## src/rtl/gpio_bank_pkg.sv

```systemverilog
package gpio_bank_pkg;
  localparam int LINES_PER_BANK = 8;
  localparam int BANK_STRIDE    = 8;
  localparam int HOLE_START     = 'h90;
  localparam int HOLE_BYTES     = 'h10;
  localparam int DIR_OFFSET     = 4;

  // Base byte address of a bank, skipping the reserved interrupt window.
  function automatic int bank_base(input int b);
    int base;
    base = (b + 1) * BANK_STRIDE;
    if (base >= HOLE_START) base = base + HOLE_BYTES;
    return base;
  endfunction
endpackage

```

## src/rtl/gpio_addr_decode.sv

```systemverilog
module gpio_addr_decode
  import gpio_bank_pkg::*;
#(
  parameter int NUM_BANKS = 20,
  parameter int ADDR_W    = 8
) (
  input  logic [ADDR_W-1:0]    addr,
  output logic [NUM_BANKS-1:0] data_hit,
  output logic [NUM_BANKS-1:0] dir_hit
);
  for (genvar b = 0; b < NUM_BANKS; b++) begin : g_cmp
    localparam logic [ADDR_W-1:0] DATA_A = ADDR_W'(bank_base(b));
    localparam logic [ADDR_W-1:0] DIR_A  = ADDR_W'(bank_base(b) + DIR_OFFSET);
    assign data_hit[b] = (addr == DATA_A);
    assign dir_hit[b]  = (addr == DIR_A);
  end
endmodule

```

## src/rtl/gpio_sync2.sv

```systemverilog
module gpio_sync2 #(
  parameter int W = 8
) (
  input  logic         clk,
  input  logic         rst,
  input  logic [W-1:0] d,
  output logic [W-1:0] q
);
  logic [W-1:0] stage1;

  always_ff @(posedge clk) begin
    if (rst) begin
      stage1 <= '0;
      q      <= '0;
    end else begin
      stage1 <= d;
      q      <= stage1;
    end
  end
endmodule

```

## src/rtl/gpio_bank.sv

```systemverilog
module gpio_bank #(
  parameter int LINES = 8
) (
  input  logic             clk,
  input  logic             rst,
  input  logic             wr_data,
  input  logic             wr_dir,
  input  logic [LINES-1:0] wdata,
  input  logic [LINES-1:0] pad_sync,
  output logic [LINES-1:0] out_latch,
  output logic [LINES-1:0] out_en,
  output logic [LINES-1:0] data_view,
  output logic [LINES-1:0] dir_view
);
  // Stored as enables (reset 0) so the pad enable comes straight off a flop.
  always_ff @(posedge clk) begin
    if (rst) begin
      out_latch <= '0;
      out_en    <= '0;
    end else begin
      if (wr_data) out_latch <= wdata;
      if (wr_dir)  out_en    <= ~wdata;
    end
  end

  assign data_view = (out_latch & out_en) | (pad_sync & ~out_en);
  assign dir_view  = ~out_en;
endmodule

```

## src/rtl/gpio_bank_regfile.sv

```systemverilog
module gpio_bank_regfile
  import gpio_bank_pkg::*;
#(
  parameter int NUM_BANKS = 20,
  parameter int ADDR_W    = 8,
  localparam int LINES    = LINES_PER_BANK,
  localparam int NLINES   = NUM_BANKS * LINES
) (
  input  logic              clk,
  input  logic              rst,
  input  logic [ADDR_W-1:0] bus_addr,
  input  logic              bus_we,
  input  logic [LINES-1:0]  bus_wdata,
  output logic [LINES-1:0]  bus_rdata,
  input  logic [NLINES-1:0] pad_in,
  output logic [NLINES-1:0] pad_oe,
  output logic [NLINES-1:0] pad_out
);
  logic [NUM_BANKS-1:0] data_hit, dir_hit;
  logic [NLINES-1:0]    pad_sync;
  logic [LINES-1:0]     data_view [NUM_BANKS];
  logic [LINES-1:0]     dir_view  [NUM_BANKS];
  logic [LINES-1:0]     rd_next;

  gpio_addr_decode #(.NUM_BANKS(NUM_BANKS), .ADDR_W(ADDR_W)) dec_i (
    .addr     (bus_addr),
    .data_hit (data_hit),
    .dir_hit  (dir_hit)
  );

  gpio_sync2 #(.W(NLINES)) sync_i (
    .clk (clk),
    .rst (rst),
    .d   (pad_in),
    .q   (pad_sync)
  );

  for (genvar b = 0; b < NUM_BANKS; b++) begin : g_bank
    gpio_bank #(.LINES(LINES)) bank_i (
      .clk       (clk),
      .rst       (rst),
      .wr_data   (bus_we & data_hit[b]),
      .wr_dir    (bus_we & dir_hit[b]),
      .wdata     (bus_wdata),
      .pad_sync  (pad_sync[b*LINES +: LINES]),
      .out_latch (pad_out[b*LINES +: LINES]),
      .out_en    (pad_oe[b*LINES +: LINES]),
      .data_view (data_view[b]),
      .dir_view  (dir_view[b])
    );
  end

  // Hits are one-hot or empty; an empty select reads zero.
  always_comb begin
    rd_next = '0;
    for (int b = 0; b < NUM_BANKS; b++) begin
      if (data_hit[b]) rd_next = rd_next | data_view[b];
      if (dir_hit[b])  rd_next = rd_next | dir_view[b];
    end
  end

  always_ff @(posedge clk) begin
    if (rst) bus_rdata <= '0;
    else     bus_rdata <= rd_next;
  end
endmodule

```

## config.mk

```make
export PLATFORM = sky130hd
export DESIGN_NAME = gpio_bank_regfile
export DESIGN_NICKNAME = d
export VERILOG_FILES = /design/src/rtl/gpio_bank_pkg.sv /design/src/rtl/gpio_addr_decode.sv /design/src/rtl/gpio_sync2.sv /design/src/rtl/gpio_bank.sv /design/src/rtl/gpio_bank_regfile.sv
export SDC_FILE = /design/constraint.sdc
export NUM_CORES = 1
export LEC_CHECK = 0
export BUFFER_PORTS_ARGS = -buffer_cell sky130_fd_sc_hd__buf_2
export CAP_MARGIN = 25
export CORE_MARGIN = 2
export CORE_UTILIZATION = 40
export CTS_CLUSTER_SIZE = 24
export DETAILED_ROUTE_END_ITERATION = 6
export PLACE_DENSITY = 0.7
export SYNTH_ARGS = -nofsm -noshare
export SYNTH_HDL_FRONTEND = slang
export SYNTH_SLANG_ARGS = --single-unit
```

## constraint.sdc

```tcl
create_clock -name clk -period 2.25 [get_ports clk]
set_clock_uncertainty 0.2 [all_clocks]
set_input_delay 0.45 -clock clk [delete_from_list [all_inputs] [get_ports clk]]
set_output_delay 0.45 -clock clk [all_outputs]
set_load 0.05 [all_outputs]
```

# Word-level counts from Yosys, hierarchy flattened

Cells that the tools add are included.
W data, S select, Z words.

Multiplexer cells: 40
Bitwise operators: 160
Equality and inequality tests: 40

Operators by type and width:

| operator             | number |
|---|---|
| $or A8 B8 Y8         | 59 |
| $and A8 B8 Y8        | 40 |
| $mux W8              | 40 |
| $not A8 Y8           | 21 |
| $eq A8 B7 Y1 const B | 16 |
| $eq A8 B8 Y1 const B | 10 |
| $eq A8 B6 Y1 const B | 8 |
| $and A1 B1 Y1        | 40 |
| $eq A8 B5 Y1 const B | 4 |
| $eq A8 B4 Y1 const B | 2 |

Logic and storage cells: 283
Output and inout port bits: 328
Input bits: 179
Register bits after elaboration: 648

# Longest topological paths before layout

Gate-level depths: netlist (run 1).

Depth in word-level cells: 82
Gate-level depth with buffers: 10
Mapped depth without buffers: 6

# Cells and area by module

From an unflattened synthesis (run 1), not the netlist that was laid out.

Cells, all modules: 2499
Area, all modules: 25753.4 um2

By module, submodules not included:

| module            | area an instance (um2) | cells an instance | sequential area each (um2) | instances |
|---|---|---|---|---|
| gpio_bank         | 721.9                  | 73                | 320.3                      | 20 |
| gpio_sync2        | 8575.7                 | 675               | 6406.1                     | 1 |
| gpio_bank_regfile | 2388.5                 | 301               | 160.2                      | 1 |
| gpio_addr_decode  | 350.3                  | 63                | 0.0                        | 1 |

# Worst setup path before layout (run 1)

No wires, ideal clock.

Path kind: input to register
From: input port bus_addr[1]
To: register g_bank[3].bank_i.out_en[0]
Stages: 9
Buffers on the path: 4
Data required time: 1922 ps
Library setup time: 128 ps
Path slack: 61 ps
Arrival: 1861 ps
Path through: buf_2 -> nor3_4 -> and2_1 -> buf_2 -> buf_4 -> nand3_2 -> buf_2 -> a21oi_1 -> nor2_1

Longest elaborated chain between the ends: 2

Ends and longest elaborated chain:

| item                 | line                    | text |
|---|---|---|
| from (decl)          | gpio_bank_regfile.sv:11 | `input logic [ADDR_W-1:0] bus_addr,` |
| $eq A8 B6 Y1         | gpio_addr_decode.sv:15  | `assign dir_hit[b] = (addr == DIR_A);` |
| $and A1 B1 Y1        | gpio_bank_regfile.sv:43 | `.wr_dir (bus_we & dir_hit[b]),` |
| to (signal assigned) | gpio_bank.sv:22         | `if (wr_dir) out_en <= ~wdata;` |
| to (decl)            | gpio_bank.sv:11         | `output logic [LINES-1:0] out_en,` |

Every way passes these cells.
A chain may end at the register's enable or synchronous reset.

# Final worst setup path (run 1)

From: input port bus_addr[5]
To: register bus_rdata[1]

Longest elaborated chain between the ends: 80
Elaborated cells between the ends (all ways): 119
Classes of those cells: eq/ne (40); mux (40); bitwise (39)

Ends and longest elaborated chain:

| item                 | line                    | text |
|---|---|---|
| $eq A8 B4 Y1         | gpio_addr_decode.sv:14  | `assign data_hit[b] = (addr == DATA_A);` |
| $mux W8              | gpio_bank_regfile.sv:57 | `if (data_hit[b]) rd_next = rd_next \| data_view[b];` |
| $or A8 B8 Y8         | gpio_bank_regfile.sv:58 | `if (dir_hit[b]) rd_next = rd_next \| dir_view[b];` |
| $mux W8              | gpio_bank_regfile.sv:58 |  |
| $or A8 B8 Y8         | gpio_bank_regfile.sv:57 |  |
| $mux W8              | gpio_bank_regfile.sv:57 |  |
| $or A8 B8 Y8         | gpio_bank_regfile.sv:58 |  |
| $mux W8              | gpio_bank_regfile.sv:58 |  |
| (+64 left out)       | -                       |  |
| $or A8 B8 Y8         | gpio_bank_regfile.sv:57 |  |
| $mux W8              | gpio_bank_regfile.sv:57 |  |
| $or A8 B8 Y8         | gpio_bank_regfile.sv:58 |  |
| $mux W8              | gpio_bank_regfile.sv:58 |  |
| $or A8 B8 Y8         | gpio_bank_regfile.sv:57 |  |
| $mux W8              | gpio_bank_regfile.sv:57 |  |
| $or A8 B8 Y8         | gpio_bank_regfile.sv:58 |  |
| $mux W8 *            | gpio_bank_regfile.sv:58 |  |
| to (signal assigned) | gpio_bank_regfile.sv:64 | `else bus_rdata <= rd_next;` |
| to (decl)            | gpio_bank_regfile.sv:14 | `output logic [LINES-1:0] bus_rdata,` |

Mark *: on every way between the ends. The rest lies on a longest branch, timed or not.

==> report_table.html, run 1 <==
<table>
<tr><th>Metric</th><th>Value</th></tr>
<tr><th colspan="2">Outcome</th></tr>
<tr><td>Run status</td><td>finished, final reports clean</td></tr>
<tr><th colspan="2">Logic synthesis</th></tr>
<tr><td>Average footprint of a synthesized cell</td><td>8.95 um2</td></tr>
<tr><td>Post-synth top area share</td><td>0.531</td></tr>
<tr><td>Seq cells post-synth</td><td>648</td></tr>
<tr><td>Synth area leader</td><td>sky130_fd_sc_hd__dfxtp_1</td></tr>
<tr><td>Number of nets in the synthesized netlist</td><td>2909</td></tr>
<tr><td>Synth warn</td><td>0</td></tr>
<tr><td>Number of synthesized flops with an enable pin</td><td>0</td></tr>
<tr><td>Async set or reset register ratio after synthesis</td><td>0</td></tr>
<tr><td>Main flop type after synthesis</td><td>sky130_fd_sc_hd__dfxtp_1</td></tr>
<tr><td>Synthesized instance count</td><td>about 2700</td></tr>
<tr><td>Cell area after technology mapping</td><td>24400 um2</td></tr>
<tr><td>Cell types with the highest counts after synthesis</td><td>sky130_fd_sc_hd__dfxtp_1, sky130_fd_sc_hd__nor2_1, sky130_fd_sc_hd__nor2b_1</td></tr>
<tr><td>Sequential share of the synthesized area</td><td>0.531</td></tr>
<tr><td>Library cells used by synthesis</td><td>68</td></tr>
<tr><td>Cell types with the largest area share after synthesis</td><td>sky130_fd_sc_hd__dfxtp_1, sky130_fd_sc_hd__nor2b_1, sky130_fd_sc_hd__nor2_1</td></tr>
<tr><td>Most repeated cell in the gate-level netlist after synthesis</td><td>sky130_fd_sc_hd__dfxtp_1</td></tr>
<tr><th colspan="2">STA</th></tr>
<tr><td>Peak Freq</td><td>448 MHz</td></tr>
<tr><td>Final setup vio count</td><td>0</td></tr>
<tr><td>Max-slew headroom</td><td>0.411</td></tr>
<tr><td>Hold Worst Slack</td><td>157 ps</td></tr>
<tr><td>Fin. Hold Viols</td><td>0</td></tr>
<tr><td>Setup repair after global routing missed its margin</td><td>no</td></tr>
<tr><td>Final worst slack</td><td>18.2 ps</td></tr>
<tr><td>Final min period</td><td>2230 ps</td></tr>
<tr><td>Transition time at the pin with the least slew margin</td><td>873 ps</td></tr>
<tr><td>Final Cycle Share</td><td>0.992</td></tr>
<tr><td>Final Slew Violations</td><td>0</td></tr>
<tr><th colspan="2">Clock tree</th></tr>
<tr><td>Setup repair bufs after CTS</td><td>0</td></tr>
<tr><td>Clock Path Buffers</td><td>3</td></tr>
<tr><td>Clock-pin slew reported for the worst setup and hold paths after clock tree synthesis</td><td>approximately 60 ps</td></tr>
<tr><td>TritonCTS clock tree</td><td>yes</td></tr>
<tr><td>H-Tree Level Count</td><td>3</td></tr>
<tr><td>Sinks on Clock Net</td><td>roughly 650</td></tr>
<tr><td>Number of buffers inserted during clock tree synthesis</td><td>69</td></tr>
<tr><td>Clock root cell</td><td>sky130_fd_sc_hd__clkbuf_16</td></tr>
<tr><td>Worst-Skew Late Latency</td><td>620 ps</td></tr>
<tr><th colspan="2">Worst setup path</th></tr>
<tr><td>Sort of element at the end of the critical path</td><td>register</td></tr>
<tr><td>Required time reported for the critical path endpoint</td><td>approximately 2600 ps</td></tr>
<tr><td>Crit-path max FO</td><td>11</td></tr>
<tr><td>Worst reg-to-reg path cell count</td><td>8</td></tr>
<tr><td>Data arrival time at the worst-slack endpoint</td><td>2550 ps</td></tr>
<tr><td>Worst setup path class</td><td>primary input to register</td></tr>
<tr><td>Critical Path Source Type</td><td>primary input</td></tr>
<tr><th colspan="2">Die</th></tr>
<tr><td>Core area</td><td>roughly 60000 um2</td></tr>
<tr><td>Die width</td><td>251 um</td></tr>
<tr><td>Initial core utilization</td><td>0.405</td></tr>
<tr><td>Height of the die</td><td>251 um</td></tr>
<tr><td>Number of top-level pins</td><td>507</td></tr>
<tr><td>Standard-cell rows</td><td>90</td></tr>
<tr><td>Floorplan die area</td><td>63100 um2</td></tr>
<tr><th colspan="2">Pwr</th></tr>
<tr><td>Worst-case vdd ir drop</td><td>535 uV</td></tr>
<tr><td>Static power due to leakage</td><td>15.2 nW</td></tr>
<tr><td>Final Power</td><td>26.1 mW</td></tr>
<tr><td>Power density over the cells</td><td>744 nW/um2</td></tr>
<tr><th colspan="2">Placed design</th></tr>
<tr><td>Count of buffers from port buffering</td><td>between 500 and 600</td></tr>
<tr><td>HPWL reported at the end of detailed placement</td><td>88700 um</td></tr>
<tr><td>Worst slack after detailed placement</td><td>-685 ps</td></tr>
<tr><td>Routability congestion estimate</td><td>1.00</td></tr>
<tr><th colspan="2">Route</th></tr>
<tr><td>Violation count after the first detailed-routing iteration</td><td>2892</td></tr>
<tr><td>Number of routed nets with antenna violations</td><td>0</td></tr>
<tr><td>Vias after detailed routing</td><td>between 20000 and 25000</td></tr>
<tr><td>Final wirelength</td><td>118000 um</td></tr>
<tr><td>Final routed DRC violation total</td><td>0</td></tr>
<tr><td>Wire length per cell</td><td>25.9 um</td></tr>
<tr><td>Number of detailed-route iterations in the first pass</td><td>6</td></tr>
<tr><td>Vias per cell</td><td>5.49</td></tr>
<tr><th colspan="2">Global route</th></tr>
<tr><td>Aggregate global-route resource usage</td><td>0.362</td></tr>
<tr><td>Global-route congestion overflow total</td><td>0</td></tr>
<tr><td>First-pass GRT wire length</td><td>165000 um</td></tr>
<tr><td>Via count of the first global-routing pass</td><td>23432</td></tr>
<tr><td>Pin count of the biggest net entering global routing</td><td>122</td></tr>
<tr><td>Antenna violations before repair</td><td>9</td></tr>
<tr><th colspan="2">Hold path</th></tr>
<tr><td>Path type of the worst min-delay path</td><td>primary input to register</td></tr>
<tr><td>Number of instances on the worst hold path</td><td>4</td></tr>
<tr><th colspan="2">Finish</th></tr>
<tr><td>Fraction of layout instances using a drive strength above 1</td><td>0.297</td></tr>
<tr><td>Signed area change from the synthesized netlist to the final layout</td><td>43.6%</td></tr>
<tr><td>Number of filler cells placed in the layout</td><td>5226</td></tr>
<tr><td>Post-layout net count</td><td>3894</td></tr>
<tr><td>Utilization after layout</td><td>0.581</td></tr>
<tr><th colspan="2">Run</th></tr>
<tr><td>Maxcap violations</td><td>0</td></tr>
</table>
cell usage in the layout, fill, tap and decap left out, types with 5 or more instances in the layout:
| cell | netlist | routed |
|---|---|---|
| sky130_fd_sc_hd__o21ai_1 | 6 | 7 |
| sky130_fd_sc_hd__nand2b_1 | 11 | 11 |
| sky130_fd_sc_hd__o32ai_1 | 12 | 12 |
| sky130_fd_sc_hd__o311ai_0 | 10 | 10 |
| sky130_fd_sc_hd__a31oi_1 | 27 | 27 |
| sky130_fd_sc_hd__clkinv_2 | 0 | 6 |
| sky130_fd_sc_hd__buf_12 | 0 | 43 |
| sky130_fd_sc_hd__buf_4 | 8 | 421 |
| sky130_fd_sc_hd__mux2_2 | 5 | 5 |
| sky130_fd_sc_hd__clkbuf_8 | 0 | 11 |
| sky130_fd_sc_hd__bufinv_16 | 0 | 11 |
| sky130_fd_sc_hd__a21oi_1 | 299 | 299 |
| sky130_fd_sc_hd__buf_2 | 60 | 503 |
| sky130_fd_sc_hd__clkbuf_1 | 135 | 12 |
| sky130_fd_sc_hd__o22ai_1 | 71 | 68 |
| sky130_fd_sc_hd__nand3_2 | 5 | 5 |
| sky130_fd_sc_hd__or4b_1 | 6 | 5 |
| sky130_fd_sc_hd__nor4_1 | 7 | 7 |
| sky130_fd_sc_hd__inv_1 | 12 | 12 |
| sky130_fd_sc_hd__o221ai_1 | 6 | 6 |
| sky130_fd_sc_hd__dfxtp_1 | 648 | 646 |
| sky130_fd_sc_hd__mux2i_1 | 157 | 156 |
| sky130_fd_sc_hd__o21ai_0 | 29 | 28 |
| sky130_fd_sc_hd__a221oi_1 | 8 | 8 |
| sky130_fd_sc_hd__nor3_1 | 32 | 31 |
| sky130_fd_sc_hd__nand3_1 | 138 | 138 |
| sky130_fd_sc_hd__clkbuf_16 | 0 | 71 |
| sky130_fd_sc_hd__nor2b_1 | 325 | 325 |
| sky130_fd_sc_hd__nor3_4 | 5 | 5 |
| sky130_fd_sc_hd__diode_2 | 0 | 6 |
| sky130_fd_sc_hd__nor2_1 | 437 | 437 |
| sky130_fd_sc_hd__dlygate4sd3_1 | 0 | 161 |
| sky130_fd_sc_hd__nand2_1 | 174 | 174 |
cells by family after synthesis:
kind of cell / count (synthesis) / share of synthesized area
AND/OR/NAND/NOR: 1174 / 0.236
flip-flops: 648 / 0.531
AO/OA/AOI/OAI: 517 / 0.124
buffers and inverters: 229 / 0.0423
multiplexers: 162 / 0.0666
report_power, final:
part           total (mW)  leakage [nW]  switching (mW)  internal (mW)
clock network        12.2          1.18            4.75           7.43
logic                2.07          8.76            1.16          0.914
registers            11.9          5.29           0.107           11.8
sequential cells by signal (all words and copies together) (netlist names):
name,count
sync_i.q,160
g_bank.bank_i.out_en,160
bus_rdata,8
sync_i.stage1,160
g_bank.bank_i.out_latch,160
worst paths after layout:
| path | start | end | slack, ps |
|---|---|---|---|
| max | bus_addr[5] | bus_rdata[1] | 20 |
| min | bus_wdata[3] | g_bank[4].bank_i.out_latch[3] | 160 |
| max reg2reg | g_bank[8].bank_i.out_en[6] | bus_rdata[6] | 60 |
| min reg2reg | sync_i.stage1[42] | sync_i.q[42] | 220 |
final cells by class:
type                            instances  area, um2  share of cell area
Antenna cell                            6       15.0            0.000428
Clock buffer                           94       1970              0.0562
Clock inverter                         26        443              0.0126
Inverter                               13       48.8             0.00139
Multi-Input combinational cell       1853      10500               0.299
Sequential cell                       648      13000               0.370
Tap cell                              782        978              0.0279
Timing Repair Buffer                 1130       8170               0.233
stage by stage:
stage | TNS [ps] | instance area, um2 | cells
2_1_floorplan | 0 | 24400 | 2730
3_3_place_gp | -76920 | 31000 | 4265
3_5_place_dp | -81060 | 31000 | 4265
4_1_cts | 0 | 35000 | 4546
5_1_grt | 0 | 35100 | 4551
6_report | 0 | 35100 | 4552
what timing repair did:
action | CTS | global route
endpoints found under the hold margin | 164 | 0
gates resized for setup | 2 | 15
endpoints found under the setup margin | 2 | 20
hold buffers | 161 | 0
per-layer routing:
layer,track usage,wire (um),up-vias
li1,-,-,11263
met1,0.464,46200,12007
met2,0.586,54400,1437
met3,0.0756,11400,267
met4,0.162,5570,4
met5,0,26,-
worst max-delay path: stages:
cell	delay (ps)
sky130_fd_sc_hd__buf_2	270
sky130_fd_sc_hd__buf_4	230
sky130_fd_sc_hd__nand2_1	120
sky130_fd_sc_hd__buf_12	160
sky130_fd_sc_hd__nor2_2	310
sky130_fd_sc_hd__o311ai_0	390
sky130_fd_sc_hd__buf_4	260
sky130_fd_sc_hd__a31oi_1	150
sky130_fd_sc_hd__a221oi_1	70
sky130_fd_sc_hd__a31oi_1	120
Note: power is estimated with default switching activity, not from simulation.
==> inputs of run 2 (changes only) <==
--- a/config.mk
+++ b/config.mk
@@ -12,6 +12,7 @@
 export CTS_CLUSTER_SIZE = 24
 export DETAILED_ROUTE_END_ITERATION = 6
 export PLACE_DENSITY = 0.7
+export RECOVER_POWER = 50
 export SYNTH_ARGS = -nofsm -noshare
 export SYNTH_HDL_FRONTEND = slang
 export SYNTH_SLANG_ARGS = --single-unit
==> report_table.html, run 2 (synthesis results as in run 1) <==
<table>
<tr><th>Metric</th><th>Value</th></tr>
<tr><th colspan="2">Finish</th></tr>
<tr><td>Fraction of layout instances using a drive strength above 1</td><td>0.285 (-0.0120)</td></tr>
<tr><td>Post-layout net count</td><td>3894 (unchanged)</td></tr>
<tr><td>Commonest cells after routing, fill and taps aside</td><td>sky130_fd_sc_hd__dfxtp_1, sky130_fd_sc_hd__buf_2, sky130_fd_sc_hd__nor2_1</td></tr>
<tr><td>Most common library cell in the layout ignoring fill and taps</td><td>sky130_fd_sc_hd__dfxtp_1</td></tr>
<tr><td>Signed area change from the synthesized netlist to the final layout</td><td>42.3%</td></tr>
<tr><td>Multi-input combinational cell area</td><td>10400 um2 (-0.43%)</td></tr>
<tr><td>Utilization after layout</td><td>0.576 (-0.00554)</td></tr>
<tr><td>Number of filler cells placed in the layout</td><td>5299 (+1.4%)</td></tr>
<tr><td>Sequential cell area</td><td>13000 um2 (unchanged)</td></tr>
<tr><th colspan="2">Clock tree</th></tr>
<tr><td>Worst-Skew Late Latency</td><td>620 ps (about the same)</td></tr>
<tr><td>Clock-pin slew reported for the worst setup and hold paths after clock tree synthesis</td><td>60 ps (about the same)</td></tr>
<tr><td>Number of buffers inserted during clock tree synthesis</td><td>69 (unchanged)</td></tr>
<tr><td>Clock Path Buffers</td><td>3 (unchanged)</td></tr>
<tr><td>TritonCTS clock tree</td><td>yes</td></tr>
<tr><td>Sinks on Clock Net</td><td>648 (unchanged)</td></tr>
<tr><td>H-Tree Level Count</td><td>3 (unchanged)</td></tr>
<tr><td>Clock root cell</td><td>sky130_fd_sc_hd__clkbuf_16</td></tr>
<tr><th colspan="2">Global route</th></tr>
<tr><td>Aggregate global-route resource usage</td><td>0.362 (unchanged)</td></tr>
<tr><td>Antenna violations before repair</td><td>9 (unchanged)</td></tr>
<tr><td>Via count of the first global-routing pass</td><td>23432 (unchanged)</td></tr>
<tr><td>Global-route congestion overflow total</td><td>0 (unchanged)</td></tr>
<tr><td>Pin count of the biggest net entering global routing</td><td>122 (unchanged)</td></tr>
<tr><td>First-pass GRT wire length</td><td>165000 um (unchanged)</td></tr>
<tr><th colspan="2">STA</th></tr>
<tr><td>Final min period</td><td>2280 ps (+43.9 ps)</td></tr>
<tr><td>Transition time at the pin with the least slew margin</td><td>1150 ps (+279 ps)</td></tr>
<tr><td>Setup repair after global routing missed its margin</td><td>no</td></tr>
<tr><td>Final Slew Violations</td><td>0 (unchanged)</td></tr>
<tr><td>Final Cycle Share</td><td>1.01 (+0.0195)</td></tr>
<tr><td>Max-slew headroom</td><td>0.232 (-0.179)</td></tr>
<tr><td>Final setup vio count</td><td>1 (+1)</td></tr>
<tr><td>Peak Freq</td><td>439 MHz (-1.9%)</td></tr>
<tr><td>Final-layout setup total negative slack</td><td>-25.8 ps (-25.8 ps)</td></tr>
<tr><td>Final worst slack</td><td>-25.8 ps (-43.9 ps)</td></tr>
<tr><td>Fin. Hold Viols</td><td>0 (unchanged)</td></tr>
<tr><th colspan="2">Die</th></tr>
<tr><td>Initial core utilization</td><td>0.405 (unchanged)</td></tr>
<tr><td>Height of the die</td><td>251 um (unchanged)</td></tr>
<tr><td>Number of top-level pins</td><td>507 (unchanged)</td></tr>
<tr><td>Floorplan die area</td><td>63100 um2 (unchanged)</td></tr>
<tr><td>Die width</td><td>251 um (unchanged)</td></tr>
<tr><td>Standard-cell rows</td><td>90 (unchanged)</td></tr>
<tr><td>Core area</td><td>60400 um2 (unchanged)</td></tr>
<tr><th colspan="2">Pwr</th></tr>
<tr><td>Worst-case vdd ir drop</td><td>537 uV (+0.36%)</td></tr>
<tr><td>Power density over the cells</td><td>750 nW/um2 (+0.80%)</td></tr>
<tr><td>Static power due to leakage</td><td>15.0 nW (-1.8%)</td></tr>
<tr><th colspan="2">Run</th></tr>
<tr><td>Maxcap violations</td><td>0 (unchanged)</td></tr>
<tr><th colspan="2">Outcome</th></tr>
<tr><td>Run status</td><td>complete, but fails checks</td></tr>
<tr><td>Violated checks</td><td>setup timing</td></tr>
<tr><th colspan="2">Worst setup path</th></tr>
<tr><td>Family with the most delay on the worst path</td><td>buffers and inverters</td></tr>
<tr><td>Reg-to-reg startpoint</td><td>g_bank[14].bank_i.out_en[1]</td></tr>
<tr><td>Reg-to-reg endpoint</td><td>bus_rdata[1]</td></tr>
<tr><td>Critical Path Source Type</td><td>primary input</td></tr>
<tr><td>Sort of element at the end of the critical path</td><td>register</td></tr>
<tr><td>Sum of buffers and inverters on the critical path</td><td>4 (unchanged)</td></tr>
<tr><td>Reg2reg setup slack</td><td>0 ps (-60 ps)</td></tr>
<tr><td>Worst setup path class</td><td>primary input to register</td></tr>
<tr><td>Slowest cell on the critical path</td><td>sky130_fd_sc_hd__o311ai_0</td></tr>
<tr><td>Worst reg-to-reg path cell count</td><td>5 (-3)</td></tr>
<tr><td>Slowest Stage Delay on Critical Path</td><td>410 ps (+20 ps)</td></tr>
<tr><td>CP Cell Sequence</td><td>buf_2, buf_4, nand2_1, buf_12, nor2_2, o311ai_0, buf_4, a31oi_1, a221oi_1, a31oi_1</td></tr>
<tr><td>Data arrival time at the worst-slack endpoint</td><td>2590 ps (+40 ps)</td></tr>
<tr><td>Crit-path max FO</td><td>11 (unchanged)</td></tr>
<tr><td>Required time reported for the critical path endpoint</td><td>2560 ps (about the same)</td></tr>
<tr><th colspan="2">Placed design</th></tr>
<tr><td>Count of buffers from port buffering</td><td>506 (unchanged)</td></tr>
<tr><td>Routability congestion estimate</td><td>1.00 (unchanged)</td></tr>
<tr><td>HPWL reported at the end of detailed placement</td><td>88700 um (unchanged)</td></tr>
<tr><th colspan="2">Route</th></tr>
<tr><td>Violation count after the first detailed-routing iteration</td><td>2881 (-0.38%)</td></tr>
<tr><td>Vias per cell</td><td>5.48 (about the same)</td></tr>
<tr><td>Final wirelength</td><td>118000 um (+0.11%)</td></tr>
<tr><td>Final routed DRC violation total</td><td>0 (unchanged)</td></tr>
<tr><td>Number of detailed-route iterations in the first pass</td><td>5 (-1)</td></tr>
<tr><td>Wire length per cell</td><td>25.9 um (about the same)</td></tr>
<tr><td>Vias after detailed routing</td><td>24962 (-0.064%)</td></tr>
<tr><td>Number of routed nets with antenna violations</td><td>0 (unchanged)</td></tr>
<tr><th colspan="2">Hold path</th></tr>
<tr><td>Endpoint of the worst hold-timing path</td><td>g_bank[4].bank_i.out_latch[7]</td></tr>
<tr><td>Number of instances on the worst hold path</td><td>4 (unchanged)</td></tr>
<tr><td>Path type of the worst min-delay path</td><td>primary input to register</td></tr>
<tr><td>Hold Crit Start</td><td>bus_wdata[7]</td></tr>
</table>
## run 2: cell count changes in the layout (fill, tap and decap cells not counted), sizes merged
| cell | previous run | this run |
|---|---|---|
| buf | 968 | 890 |
| clkbuf | 95 | 173 |
| diode | 6 | 7 |
## run 2: worst max-delay path by stage
stage	from	to	depth (start not counted)
after floorplan	bus_addr[1]	g_bank[3].bank_i.out_en[0]	9
after global placement	bus_addr[2]	bus_rdata[7]	10
after detailed placement	bus_addr[4]	bus_rdata[4]	12
after CTS	bus_addr[2]	bus_rdata[7]	10
after global routing	bus_addr[2]	bus_rdata[6]	9
final	bus_addr[5]	bus_rdata[1]	10
## run 2: repair_timing
action,CTS,global route
setup buffers,0,0
hold buffers,161,0
setup endpoints to repair,2,20
resized for setup,2,15
pin swaps,0,0
hold endpoints to repair,164,0
## run 2: worst reg2reg max path, stage by stage (launching register included)
cell                       delay, ps
sky130_fd_sc_hd__dfxtp_1         360
sky130_fd_sc_hd__o311ai_0        860
sky130_fd_sc_hd__buf_4           250
sky130_fd_sc_hd__a31oi_1          80
sky130_fd_sc_hd__a221oi_1        220
sky130_fd_sc_hd__a31oi_1         110
## run 2: per-layer routing
| metal | global-route usage | vias up | routed length (um) |
|---|---|---|---|
| met2 | 0.586 | 1406 | 54400 |
| met4 | 0.162 | 4 | 5710 |
| met1 | 0.464 | 12033 | 46600 |
| met5 | 0 | - | 26 |
| li1 | - | 11256 | - |
| met3 | 0.0756 | 263 | 11100 |
## run 2: layout make-up
class,count,area share
clock buffer,94,0.0568
clock inverter,26,0.0127
timing repair buffer,1130,0.227
antenna,7,0.000504
multi-input combinational,1853,0.300
inverter,13,0.00140
tap,782,0.0282
sequential,648,0.373
## run 2: metrics by stage
| stage | power (mW) | area, um2 | cells | hold slack [ps] | setup slack [ps] |
|---|---|---|---|---|---|
| floorplan | 12.9 | 24400 | 2730 | 214 | 61.0 |
| global placement | 13.9 | 31000 | 4265 | 216 | -697 |
| detailed placement | 13.9 | 31000 | 4265 | 222 | -685 |
| CTS | 26.1 | 35000 | 4546 | 136 | 4.28 |
| global route | 26.7 | 34700 | 4551 | 166 | 1.71 |
| finish | 26.1 | 34700 | 4553 | 156 | -25.8 |
## run 2: power breakdown
group	internal (mW)	switching (mW)	total, mW
logic	0.882	1.15	2.03
registers	11.8	0.107	11.9
clock network	7.43	4.75	12.2
total	20.1	6.01	26.1
